===== src/rtl/qdt_pkg.sv =====
package qdt_pkg;
  localparam int CB_EN   = 7;
  localparam int CB_PER  = 6;
  localparam int CB_PSH  = 3;
  localparam int CB_PSL  = 2;
  localparam int CB_WIDE = 1;
  localparam int CB_ONCE = 0;
  localparam int CTRL_W  = 8;
  localparam int PS_W    = 8;

  typedef enum logic [1:0] {
    SEL_LOAD  = 2'd0,
    SEL_COUNT = 2'd1,
    SEL_CTRL  = 2'd2,
    SEL_BG    = 2'd3
  } chsel_e;

  // terminal value of the prescale divider for each code
  function automatic logic [PS_W-1:0] ps_limit(input logic [1:0] code);
    case (code)
      2'b01:   ps_limit = PS_W'(15);
      2'b10:   ps_limit = PS_W'(255);
      default: ps_limit = '0;
    endcase
  endfunction
endpackage


===== src/rtl/qdt_prescale.sv =====
module qdt_prescale
  import qdt_pkg::*;
(
  input  logic       clk,
  input  logic       rst,
  input  logic       restart,
  input  logic       enable,
  input  logic [1:0] code,
  output logic       tick
);
  logic [PS_W-1:0] div_q;
  logic            at_lim;

  assign at_lim = (div_q == ps_limit(code));
  assign tick   = enable && at_lim && !restart;

  always_ff @(posedge clk) begin
    if (rst || restart) begin
      div_q <= '0;
    end else if (enable) begin
      div_q <= at_lim ? '0 : div_q + 1'b1;
    end
  end
endmodule


===== src/rtl/qdt_channel.sv =====
module qdt_channel
  import qdt_pkg::*;
#(
  parameter int DW = 32,
  parameter int NW = 16
) (
  input  logic              clk,
  input  logic              rst,
  input  logic              ld_we,
  input  logic              ctrl_we,
  input  logic              bg_we,
  input  logic [DW-1:0]     wdata,
  output logic [DW-1:0]     count,
  output logic [DW-1:0]     ld_val,
  output logic [CTRL_W-1:0] ctrl,
  output logic [DW-1:0]     bg_val,
  output logic              hit
);
  localparam logic [DW-1:0] FULL_M   = {DW{1'b1}};
  localparam logic [DW-1:0] NARROW_M = DW'({NW{1'b1}});

  logic [CTRL_W-1:0] ctrl_q;
  logic [DW-1:0]     cnt_q, cnt_n, ld_q, bg_q, wmask;
  logic              tick;

  qdt_prescale u_ps (
    .clk     (clk),
    .rst     (rst),
    .restart (ctrl_we),
    .enable  (ctrl_q[CB_EN]),
    .code    (ctrl_q[CB_PSH:CB_PSL]),
    .tick    (tick)
  );

  assign wmask = ctrl_q[CB_WIDE] ? FULL_M : NARROW_M;

  always_comb begin
    cnt_n = cnt_q;
    hit   = 1'b0;
    if (ld_we) begin
      cnt_n = wdata & wmask;
    end else if (tick) begin
      if (cnt_q == '0) begin
        if (ctrl_q[CB_ONCE])      cnt_n = cnt_q;
        else if (ctrl_q[CB_PER])  cnt_n = bg_q & wmask;
        else                      cnt_n = wmask;
      end else begin
        cnt_n = (cnt_q - 1'b1) & wmask;
        hit   = (cnt_n == '0);
      end
    end
  end

  always_ff @(posedge clk) begin
    if (rst) begin
      ctrl_q <= '0;
      cnt_q  <= '0;
      ld_q   <= '0;
      bg_q   <= '0;
    end else begin
      cnt_q <= cnt_n;
      if (ld_we)   ld_q   <= wdata;
      if (ctrl_we) ctrl_q <= wdata[CTRL_W-1:0];
      if (bg_we)   bg_q   <= wdata;
    end
  end

  assign count  = cnt_q;
  assign ld_val = ld_q;
  assign ctrl   = ctrl_q;
  assign bg_val = bg_q;
endmodule


===== src/rtl/qdt_irq.sv =====
module qdt_irq #(
  parameter int NCH = 4
) (
  input  logic           clk,
  input  logic           rst,
  input  logic           mask_we,
  input  logic           clr_we,
  input  logic [NCH-1:0] wbits,
  input  logic [NCH-1:0] hit,
  output logic [NCH-1:0] mask,
  output logic [NCH-1:0] raw,
  output logic           irq
);
  logic [NCH-1:0] mask_q, raw_q, clr_bits;
  logic           irq_q;

  assign clr_bits = clr_we ? wbits : '0;

  always_ff @(posedge clk) begin
    if (rst) begin
      mask_q <= '0;
      raw_q  <= '0;
      irq_q  <= 1'b0;
    end else begin
      if (mask_we) mask_q <= wbits;
      raw_q <= (raw_q & ~clr_bits) | hit;
      irq_q <= |(raw_q & mask_q);
    end
  end

  assign mask = mask_q;
  assign raw  = raw_q;
  assign irq  = irq_q;
endmodule


===== src/rtl/quad_downtimer.sv =====
module quad_downtimer
  import qdt_pkg::*;
#(
  parameter int NCH = 4,
  parameter int DW  = 32,
  parameter int AW  = 8
) (
  input  logic          clk,
  input  logic          rst,
  input  logic [AW-1:0] bus_addr,
  input  logic          bus_we,
  input  logic [DW-1:0] bus_wdata,
  output logic [DW-1:0] bus_rdata,
  output logic          irq
);
  localparam int BW = AW - 4;

  logic [BW-1:0]                  blk;
  chsel_e                         sel;
  logic                           aligned;
  logic [NCH-1:0]                 hit_v, raw_q, mask_q;
  logic [NCH-1:0][DW-1:0]         cnt_all, ld_all, bg_all;
  logic [NCH-1:0][CTRL_W-1:0]     ctrl_all;
  logic [DW-1:0]                  rd_n, rd_q;
  logic                           shr_we;

  assign blk     = bus_addr[AW-1:4];
  assign sel     = chsel_e'(bus_addr[3:2]);
  assign aligned = (bus_addr[1:0] == 2'b00);
  assign shr_we  = bus_we && aligned && (blk == '0);

  for (genvar n = 0; n < NCH; n++) begin : g_ch
    logic ch_we;
    assign ch_we = bus_we && aligned && (blk == BW'(n + 1));
    qdt_channel #(.DW(DW)) u_ch (
      .clk     (clk),
      .rst     (rst),
      .ld_we   (ch_we && sel == SEL_LOAD),
      .ctrl_we (ch_we && sel == SEL_CTRL),
      .bg_we   (ch_we && sel == SEL_BG),
      .wdata   (bus_wdata),
      .count   (cnt_all[n]),
      .ld_val  (ld_all[n]),
      .ctrl    (ctrl_all[n]),
      .bg_val  (bg_all[n]),
      .hit     (hit_v[n])
    );
  end

  qdt_irq #(.NCH(NCH)) u_irq (
    .clk     (clk),
    .rst     (rst),
    .mask_we (shr_we && sel == SEL_LOAD),
    .clr_we  (shr_we && sel == SEL_BG),
    .wbits   (bus_wdata[NCH-1:0]),
    .hit     (hit_v),
    .mask    (mask_q),
    .raw     (raw_q),
    .irq     (irq)
  );

  always_comb begin
    rd_n = '0;
    if (aligned) begin
      if (blk == '0) begin
        case (sel)
          SEL_LOAD:  rd_n = DW'(mask_q);
          SEL_COUNT: rd_n = DW'(raw_q);
          SEL_CTRL:  rd_n = DW'(raw_q & mask_q);
          default:   rd_n = '0;
        endcase
      end else begin
        for (int n = 0; n < NCH; n++) begin
          if (blk == BW'(n + 1)) begin
            case (sel)
              SEL_LOAD:  rd_n = ld_all[n];
              SEL_COUNT: rd_n = cnt_all[n];
              SEL_CTRL:  rd_n = DW'(ctrl_all[n]);
              default:   rd_n = bg_all[n];
            endcase
          end
        end
      end
    end
  end

  always_ff @(posedge clk) begin
    if (rst) rd_q <= '0;
    else     rd_q <= rd_n;
  end

  assign bus_rdata = rd_q;
endmodule


===== config.mk =====
export PLATFORM = sky130hd
export DESIGN_NAME = quad_downtimer
export DESIGN_NICKNAME = d
export VERILOG_FILES = /design/src/rtl/qdt_pkg.sv /design/src/rtl/qdt_prescale.sv /design/src/rtl/qdt_channel.sv /design/src/rtl/qdt_irq.sv /design/src/rtl/quad_downtimer.sv
export SDC_FILE = /design/constraint.sdc
export NUM_CORES = 1
export LEC_CHECK = 0
export BUFFER_PORTS_ARGS = -buffer_cell sky130_fd_sc_hd__buf_2
export CAP_MARGIN = 15
export CORE_MARGIN = 2
export CORE_UTILIZATION = 50
export DETAILED_ROUTE_END_ITERATION = 12
export GPL_TIMING_DRIVEN = 0
export PLACE_DENSITY_LB_ADDON = 0.05
export SYNTH_ARGS = -nofsm -noshare
export SYNTH_HDL_FRONTEND = slang
export SYNTH_HIERARCHICAL = 1
export SYNTH_SLANG_ARGS = --single-unit

===== constraint.sdc =====
create_clock -name clk -period 4.55 [get_ports clk]
set_input_delay 0.91 -clock clk [delete_from_list [all_inputs] [get_ports clk]]
set_output_delay 0.91 -clock clk [all_outputs]
set_load 0.01 [all_outputs]

After elaboration in Yosys (flattened, before gate mapping)
Cells that the tools add are included.

word-level totals
  flip-flop bits (word level) = 489
  word-level logic and storage cells = 185

operators by class
  $add $sub $neg = 8
  eq/ne operators = 23
  mux-type cells = 55
  bitwise operators = 18
  reduce and logical (&&, ||, !) cells = 57

operator list
  operator                                                count
  2-to-1 mux 32 bit                                       29
  bitwise AND 32 bit                                      12
  case mux 32 bit (3 select lines)                        4
  zero test 32 bit                                        8
  subtractor 32 x 1 -> 32 bit (second input constant)     4
  case mux 8 bit (2 select lines)                         4
  adder 8 x 1 -> 8 bit (second input constant)            4
  equality test 8 bit                                     4
  2-to-1 mux 8 bit                                        4
  logical AND 1 bit                                       28
  bitwise AND 4 bit                                       3
  equality test 2 bit (second input constant)             6
  2-to-1 mux 1 bit                                        12
  inequality test 3 x 2 -> 1 bit (second input constant)  4
  case mux 4 bit (3 select lines)                         1
  equality test 2 x 1 -> 1 bit (second input constant)    5
  equality test 4 x 2 -> 1 bit (second input constant)    2
  AND reduction 2 bit                                     4
  nonzero test 2 bit                                      4
  equality test 4 x 1 -> 1 bit (second input constant)    1
  equality test 4 x 3 -> 1 bit (second input constant)    1
  zero test 1 bit                                         4
  zero test 2 bit                                         2
  zero test 4 bit                                         1
  other kinds (7)                                         10

Logic depth before layout (Yosys ltp)
Gate-level depths: netlist of run 1.

  depth after elaboration = 9
  depth in mapped cells = 16

Hierarchy
The synthesis of run 1 kept the hierarchy.

by module, submodules not included
  module                          instances  cells each  area each (sq um)  seq. area each (sq um)
  qdt_channel (g_ch[0].u_ch ...)  2          579         5093.6             2082.0
  qdt_channel (g_ch[2].u_ch)      1          592         5107.4             2082.0
  qdt_channel (g_ch[3].u_ch)      1          575         5081.1             2082.0
  quad_downtimer                  1          537         4643.2             640.6
  qdt_prescale                    4          49          480.5              160.2
  qdt_irq                         1          29          336.6              180.2

Worst setup path after synthesis of run 1
OpenSTA, ideal clock, no wires.

  kind = input port to flip-flop
  start = input bus_addr[2]
  end = register u_irq.raw_q[3] (netlist: u_irq/raw[3])
  library setup time = 0.058 ns
  arrival time = 3.539 ns
  setup slack = 0.953 ns
  stages on the path = 16
  path buffers = 5
  cells stage by stage = buf_6 > buf_12 > buf_12 > buf_4 > buf_2 > nor2_1 > nand2_1 > nor2_1 > and3b_1 > nand4b_1 > nor3b_1 > and4_1 > nand3_1 > or4_1 > a2111oi_2 > o21ba_1

on the way
  longest elaborated chain between the ends = 7

RTL lines
  item                   RTL line              source
  from (decl)            quad_downtimer.sv:10  input logic [AW-1:0] bus_addr,
  equality test 2 bit    quad_downtimer.sv:39  .ctrl_we (ch_we && sel == SEL_CTRL),
  logical AND 1 bit      quad_downtimer.sv:39
  zero test 1 bit        qdt_prescale.sv:15    assign tick = enable && at_lim && !restart;
  logical AND 1 bit      qdt_prescale.sv:15
  net g_ch[3].u_ch.tick  qdt_channel.sv:24     logic tick;
  2-to-1 mux 1 bit       qdt_channel.sv:42     end else if (tick) begin
  2-to-1 mux 1 bit       qdt_channel.sv:40     if (ld_we) begin
  net hit_v[3]           quad_downtimer.sv:21  logic [NCH-1:0] hit_v, raw_q, mask_q;
  bitwise OR 4 bit       qdt_irq.sv:26         raw_q <= (raw_q & ~clr_bits) | hit;
  to (signal assigned)   qdt_irq.sv:26
  to (decl)              qdt_irq.sv:14         logic [NCH-1:0] mask_q, raw_q, clr_bits;

The timed path passes the listed nets, and every way through them passes these cells.
A chain may end at the register's enable or synchronous reset.

Worst setup path after layout of run 1
Ends and elaborated chain as after synthesis.

==> flow_metrics.env, run 1 <==
export IMPL_busiest_layer="met2"
export IMPL_rsz0062_at_grt="false"
export IMPL_start_util=0.506
export IMPL_yosys_area_top_type="dfxtp_1"
export IMPL_setup_viol=0
export IMPL_area_delta_synth_final_pct=11.7
export IMPL_clockRootBuffer="clkbuf_16"
export IMPL_power_leakage_nw=10.9
export IMPL_worstPathMaxFanout=11
export IMPL_required_ps=5120
export IMPL_use_met3=0.0842
export IMPL_cts_tree="yes"
export IMPL_layout_drive_gt1_share=0.133
export IMPL_cts_path_max_buffers=3
export IMPL_ios=76
export IMPL_wl_per_cell_um=28.8
export IMPL_synth_area_per_cell_um2=8.84
export IMPL_ys_seq_area_frac=0.359
export IMPL_crit_reg2reg_launch="g_ch[2].u_ch/count[5]"
export IMPL_yosysTopAreaCellShare=0.359
export IMPL_power_mw=9.92
export IMPL_synth_area_um2=27300
export IMPL_grt_max_degree=19
export IMPL_clk_pin_slew_ps=60
export IMPL_p_clk_frac=0.489
export IMPL_grt_pass1_vias=25200
export IMPL_grt_usage=0.393
export IMPL_worstHoldPathType="reg -> reg"
export IMPL_gp_congestion=1.10
export IMPL_ys_types=93
export IMPL_vias=26600
export IMPL_cts_sinks=489
export IMPL_final_core_utilization=0.565
export IMPL_ff2ff_path_depth=9
export IMPL_switching_share=0.261
export IMPL_setup_tns_final_ps=0
export IMPL_die_area_um2=56400
export IMPL_pre_cts_ws_ps=-525
export IMPL_synthArstFlopShare=0
export IMPL_crit_type="in -> reg"
export IMPL_antenna_found_initial=4
export IMPL_grt_pass1_wl_mm=165
export IMPL_internal_power_mw=7.33
export IMPL_power_density_nw_per_um2=325
export IMPL_ys_seq_elements=489
export IMPL_fillCellCount=4990
export IMPL_seqPwrFrac=0.433
export IMPL_p_sw_mw=2.58
export IMPL_maxCapViolations=0
export IMPL_routed_wl_mm=114
export IMPL_clock_skew_final_ps=20.3
export IMPL_ant_nets=0
export IMPL_outcome="finished clean"
export IMPL_yosys_top_cells_area="dfxtp_1 (36%), mux2i_1 (11%), nor2_1 (6.0%), a21oi_1 (3.6%), mux2_2 (3.0%)"
export IMPL_setup_slack_ps=182
export IMPL_worstMarginPinSlew_ps=952
export IMPL_dp_hpwl_mm=81.8
export IMPL_layout_commonest_cell="dfxtp_1"
export IMPL_endpoint_kind="flop"
export IMPL_cp_startpoint="bus_addr[2]"
export IMPL_combinationalPowerShare=0.078
export IMPL_die_h_um=238
export IMPL_ys_flop_type="dfxtp_1"
export IMPL_hold_start="g_ch[2].u_ch/ld_val[31]"
export IMPL_final_cell_count_no_fill=3958
export IMPL_yosys_warnings=6
export IMPL_cts_resized=0
export IMPL_vias_per_cell=6.72
export IMPL_syn_nets=3150
export IMPL_grt_util_met2=0.615
export IMPL_drtIter0Drc=3651
export IMPL_post_cts_buffers=0
export IMPL_dpl_cell_count=3855
export IMPL_fin_nets=3280
export IMPL_most_common_layout_cells="dfxtp_1 (489), nor2_1 (438), mux2i_1 (288)"
export IMPL_timing_rr_end="u_irq/raw[2]"
export IMPL_cp_arrival_ps=4940
export IMPL_cts_hold_buf=0
export IMPL_clkLatencyLatePin_ps=640
export IMPL_std_cell_rows=85
export IMPL_synth_edf_count=0
export IMPL_overflow=0
export IMPL_h_tree_depth=2
export IMPL_core_um2=53900
export IMPL_fin_crit_sh=0.960
export IMPL_slew_headroom=0.360
export IMPL_first_pass_iters=9
export IMPL_drc=0
export IMPL_fmax_mhz=229
export IMPL_final_max_slew_viol_count=0
export IMPL_netlist_instances=3087
export IMPL_portBuffers=71
export IMPL_r2r_slack_ps=850
export IMPL_finalWorstPathRequiredPeriod_ps=4370
export IMPL_cts_buffers=56
export IMPL_hold_viol_final=0
export IMPL_ir_worst_vdd_mv=0.376
export IMPL_cp_start_kind="primary input"
export IMPL_dieWidth_um=238
export IMPL_grt_use_met1=0.510
export IMPL_endpoint="u_irq/raw[3]"
==> stage by stage <==
stage          instance area [µm²]  hold slack, ps
6_report                     30500             469
5_1_grt                      30500             487
4_1_cts                      30500             468
3_5_place_dp                 28500             458
3_3_place_gp                 28500             452
2_1_floorplan                27300             441
==> metal layers <==
layer  vias to the layer above  part of all wire
met4                         2             0.059
met2                      1592              0.44
met3                       385              0.10
met1                     12900              0.40
li1                      11700                 -
met5                         -           0.00011
==> area by class of cell <==
| cell class | instances | area, µm² | share of cell area |
|---|---|---|---|
| Antenna cell | 1 | 2.50 | 0.0000821 |
| Buffer | 252 | 1260 | 0.0413 |
| Clock buffer | 75 | 1590 | 0.0523 |
| Clock inverter | 27 | 350 | 0.0115 |
| Inverter | 51 | 191 | 0.00628 |
| Multi-Input combinational cell | 2295 | 16100 | 0.527 |
| Sequential cell | 489 | 9790 | 0.321 |
| Tap cell | 696 | 871 | 0.0286 |
| Timing Repair Buffer | 72 | 360 | 0.0118 |
==> worst max-delay path: stages <==
cell,delay [ps]
buf_6,130
buf_12,180
buf_12,180
buf_4,230
buf_2,270
nor2_1,90
nand2_1,390
nor2_1,210
and3b_1,410
nand4b_1,130
nor3b_1,220
and4_1,210
nand3_1,110
or4_1,630
a2111oi_4,410
o21ba_1,200
==> worst min-delay path by stage <==
stage | to | cells past startpoint
floorplan | g_ch[2].u_ch/ld_val[4] | 2
global placement | g_ch[2].u_ch/ld_val[5] | 2
detailed placement | g_ch[2].u_ch/ld_val[5] | 2
CTS | g_ch[2].u_ch/ld_val[26] | 2
global route | g_ch[1].u_ch/ld_val[8] | 2
finish | g_ch[2].u_ch/ld_val[31] | 2
==> flip-flops by register name, summed over array words and instances, names as in the netlist <==
signal,cells
g_ch.u_ch/bg_val,128
g_ch.u_ch/count,128
bus_rdata,32
u_irq/raw,4
g_ch.u_ch/ld_val,128
u_irq/irq,1
g_ch.u_ch/ctrl,32
g_ch.u_ch/u_ps/div_q,32
u_irq/mask,4
==> logic make-up (layout without fill, tap and decap cells) <==
kind of cell,Yosys count,after routing,share of synthesized area
adder cells (fa/ha/maj),20,20,0.00917
AND/OR/NAND/NOR,1056,1056,0.195
AO/OA/AOI/OAI,718,718,0.187
XOR/XNOR,111,111,0.0356
buffers and inverters,303,477,0.0531
multiplexers,390,390,0.162
flip-flops,489,489,0.359
other,0,1,0
==> power groups by stage <==
stage	clock network (mW)	registers, mW	logic (mW)
CTS	4.88	4.30	0.737
floorplan	0	4.39	0.395
global placement	0	4.39	0.730
detailed placement	0	4.39	0.734
finish	4.85	4.30	0.771
global route	5.04	4.30	0.788
==> synth_stat cells, types with 20 or more instances <==
master    instances
nor3_1           99
a22oi_1          36
ha_1             20
buf_2            57
a222oi_1         29
buf_6            23
nand2b_1         42
o31ai_1          23
xor2_1           51
nor2_1          438
o21ai_0          98
or4_1            23
nor4_1           41
a22o_1           23
xnor2_1          60
buf_1            29
a21oi_1         197
dfxtp_1         489
nand3_1          28
a31oi_1          25
nand4_1          25
or3_1            30
o22ai_1          27
nand2_1         180
mux2_2           73
clkbuf_1        131
mux2i_1         288
inv_1            49
a211oi_1         60
nor3b_1          28
a221oi_1         52
Power figures use the tool's default switching activity.
==> run 2: changes to the inputs <==
- CAP_MARGIN: 15 -> default
- CTS_BUF_LIST: default -> sky130_fd_sc_hd__clkbuf_4
- SKIP_LAST_GASP: default -> 1
==> run 2 against run 1 <==
  * Critical path depth did not move
  * Combinational power about the same
  * Global-route usage grew 0.54 points
  * Worst hold slack got worse by 31 ps
  * Sequential share of layout area rose by 0.24 points
  * Non-clock buffer count is the same
  * First-iteration DRC count is 1.6% higher
  * Clock skew grew 34 ps
  * Sequential power hardly changed
  * Largest cell class unchanged
  * Largest power group is now sequential cells
==> flow_metrics.env, run 2 (synthesized netlist as in run 1, its figures left out) <==
export IMPL_critical_path_buf_inv_count=5
export IMPL_power_leakage_nw=10.9
export IMPL_ant_nets=0
export IMPL_std_cell_rows=85
export IMPL_clk_pin_slew_ps=60
export IMPL_setup_tns_final_ps=0
export IMPL_pre_cts_ws_ps=-551
export IMPL_place_area_um2=28500
export IMPL_crit_family="simple AND/OR/NAND/NOR gates"
export IMPL_ir_worst_vdd_mv=0.245
export IMPL_crit_reg2reg_launch="g_ch[3].u_ch/ctrl[2]"
export IMPL_crit_slowest_cell="a2111oi_2"
export IMPL_worstHoldPathType="in -> reg"
export IMPL_worstPathMaxFanout=10
export IMPL_grt_pass1_vias=26000
export IMPL_fin_crit_sh=0.949
export IMPL_grt_use_met1=0.517
export IMPL_r2r_slack_ps=730
export IMPL_dpl_cell_count=3854
export IMPL_cp_arrival_ps=5230
export IMPL_path_cells="buf_6, buf_12, buf_12, buf_4, buf_2, nor2_1, nand2_1, nor2_1, and3b_1, nand4b_1, nor3b_1, and4_1, nand3_1, or4_1, a2111oi_2, o21ba_1"
export IMPL_cts_hold_buf=0
export IMPL_maxCapViolations=0
export IMPL_fin_hold_ws_ps=438
export IMPL_layout_commonest_cell="dfxtp_1"
export IMPL_cp_start_kind="primary input"
export IMPL_overflow=0
export IMPL_vias_per_cell=6.63
export IMPL_drtIter0Drc=3709
export IMPL_cts_tree="yes"
export IMPL_ios=76
export IMPL_cp_slowest_stage_delay_ps=620
export IMPL_setup_slack_ps=232
export IMPL_vias=27200
export IMPL_use_met3=0.0894
export IMPL_post_cts_buffers=0
export IMPL_portBuffers=71
export IMPL_final_cell_area_um2=30200
export IMPL_start_util=0.506
export IMPL_drc=0
export IMPL_setup_viol=0
export IMPL_first_pass_iters=9
export IMPL_most_common_layout_cells="dfxtp_1 (489), nor2_1 (438), mux2i_1 (288)"
export IMPL_hold_viol_final=0
export IMPL_slew_headroom=0.406
export IMPL_final_cell_count_no_fill=4096
export IMPL_cts_path_max_buffers=3
export IMPL_required_ps=5460
export IMPL_power_mw=9.25
export IMPL_timing_rr_end="u_irq/raw[3]"
export IMPL_ff2ff_path_depth=12
export IMPL_dp_hpwl_mm=81.8
export IMPL_busiest_layer="met2"
export IMPL_fillCellCount=5167
export IMPL_core_um2=53900
export IMPL_grt_pass1_wl_mm=166
export IMPL_dieWidth_um=238
export IMPL_routed_wl_mm=115
export IMPL_final_max_slew_viol_count=0
export IMPL_grt_max_degree=19
export IMPL_finalWorstPathRequiredPeriod_ps=4320
export IMPL_cp_depth=16
export IMPL_area_delta_synth_final_pct=10.9
export IMPL_wl_per_cell_um=28.0
export IMPL_endpoint="u_irq/raw[3]"
export IMPL_final_core_utilization=0.561
export IMPL_cts_buffers=138
export IMPL_die_h_um=238
export IMPL_crit_type="in -> reg"
export IMPL_die_area_um2=56400
export IMPL_layout_drive_gt1_share=0.163
export IMPL_worstMarginPinSlew_ps=891
export IMPL_clockRootBuffer="clkbuf_4"
export IMPL_endpoint_kind="flop"
export IMPL_grt_usage=0.398
export IMPL_outcome="finished clean"
export IMPL_power_density_nw_per_um2=306
export IMPL_h_tree_depth=4
export IMPL_rsz0062_at_grt="false"
export IMPL_cts_resized=0
export IMPL_fmax_mhz=232
export IMPL_fin_nets=3362
export IMPL_grt_util_met2=0.608
export IMPL_antenna_found_initial=7
export IMPL_cp_startpoint="bus_addr[2]"
export IMPL_cts_sinks=489
export IMPL_clock_skew_final_ps=53.8
export IMPL_gp_congestion=1.10
export IMPL_clkLatencyLatePin_ps=1020
==> run 2: cell types whose count changed in the layout (fill, tap and decap cells not counted), sizes merged <==
cell      delta
bufinv       -4
inv          +3
clkinvlp     -4
clkbuf     +128
clkinv      +10
diode        +5
==> run 2: how the worst min path moves through the flow <==
| stage | cells after the start | to | slack, ps | from |
|---|---|---|---|---|
| 6_report | 3 | g_ch[3].u_ch/count[27] | 440 | bus_wdata[27] |
| 5_1_grt | 3 | g_ch[3].u_ch/bg_val[12] | 390 | bus_wdata[12] |
| 4_1_cts | 3 | g_ch[3].u_ch/count[27] | 350 | bus_wdata[27] |
| 3_5_place_dp | 2 | g_ch[2].u_ch/ld_val[26] | 460 | g_ch[2].u_ch/ld_val[26] |
| 3_3_place_gp | 2 | g_ch[2].u_ch/ld_val[5] | 450 | g_ch[2].u_ch/ld_val[5] |
| 2_1_floorplan | 2 | g_ch[2].u_ch/ld_val[4] | 440 | g_ch[2].u_ch/ld_val[4] |
==> run 2: power by group <==
part           switching (mW)  leakage [nW]  total (mW)  internal, mW
registers             0.00978          3.94        4.30          4.29
logic                   0.581          5.96       0.770         0.189
clock network            1.98          1.04        4.18          2.20
==> run 2: worst register-to-register path: stages, from the launching register on <==
cell and delay (ps):
dfxtp_1 350, inv_1 50, ha_1 290, nand4b_1 190, o22ai_2 360, and3b_1 370, nand4b_1 130, nor3b_1 220
and4_1 220, nand3_1 110, or4_1 600, a2111oi_2 620, o21ba_1 230
==> run 2: layout make-up <==
type                            instances  area [µm²]  share of cell area
Multi-Input combinational cell       2295       16000               0.530
Sequential cell                       489        9790               0.324
Clock buffer                          203        1520              0.0504
Buffer                                252        1260              0.0416
Tap cell                              696         871              0.0288
Timing Repair Buffer                   72         360              0.0119
Clock inverter                         32         201             0.00666
Inverter                               51         191             0.00633
Antenna cell                            6        15.0            0.000496
==> run 2: routing by layer <==
metal	part of all wire	up-vias
li1	-	11900
met1	0.40	13100
met2	0.44	1744
met3	0.10	404
met4	0.062	2
met5	0.00011	-
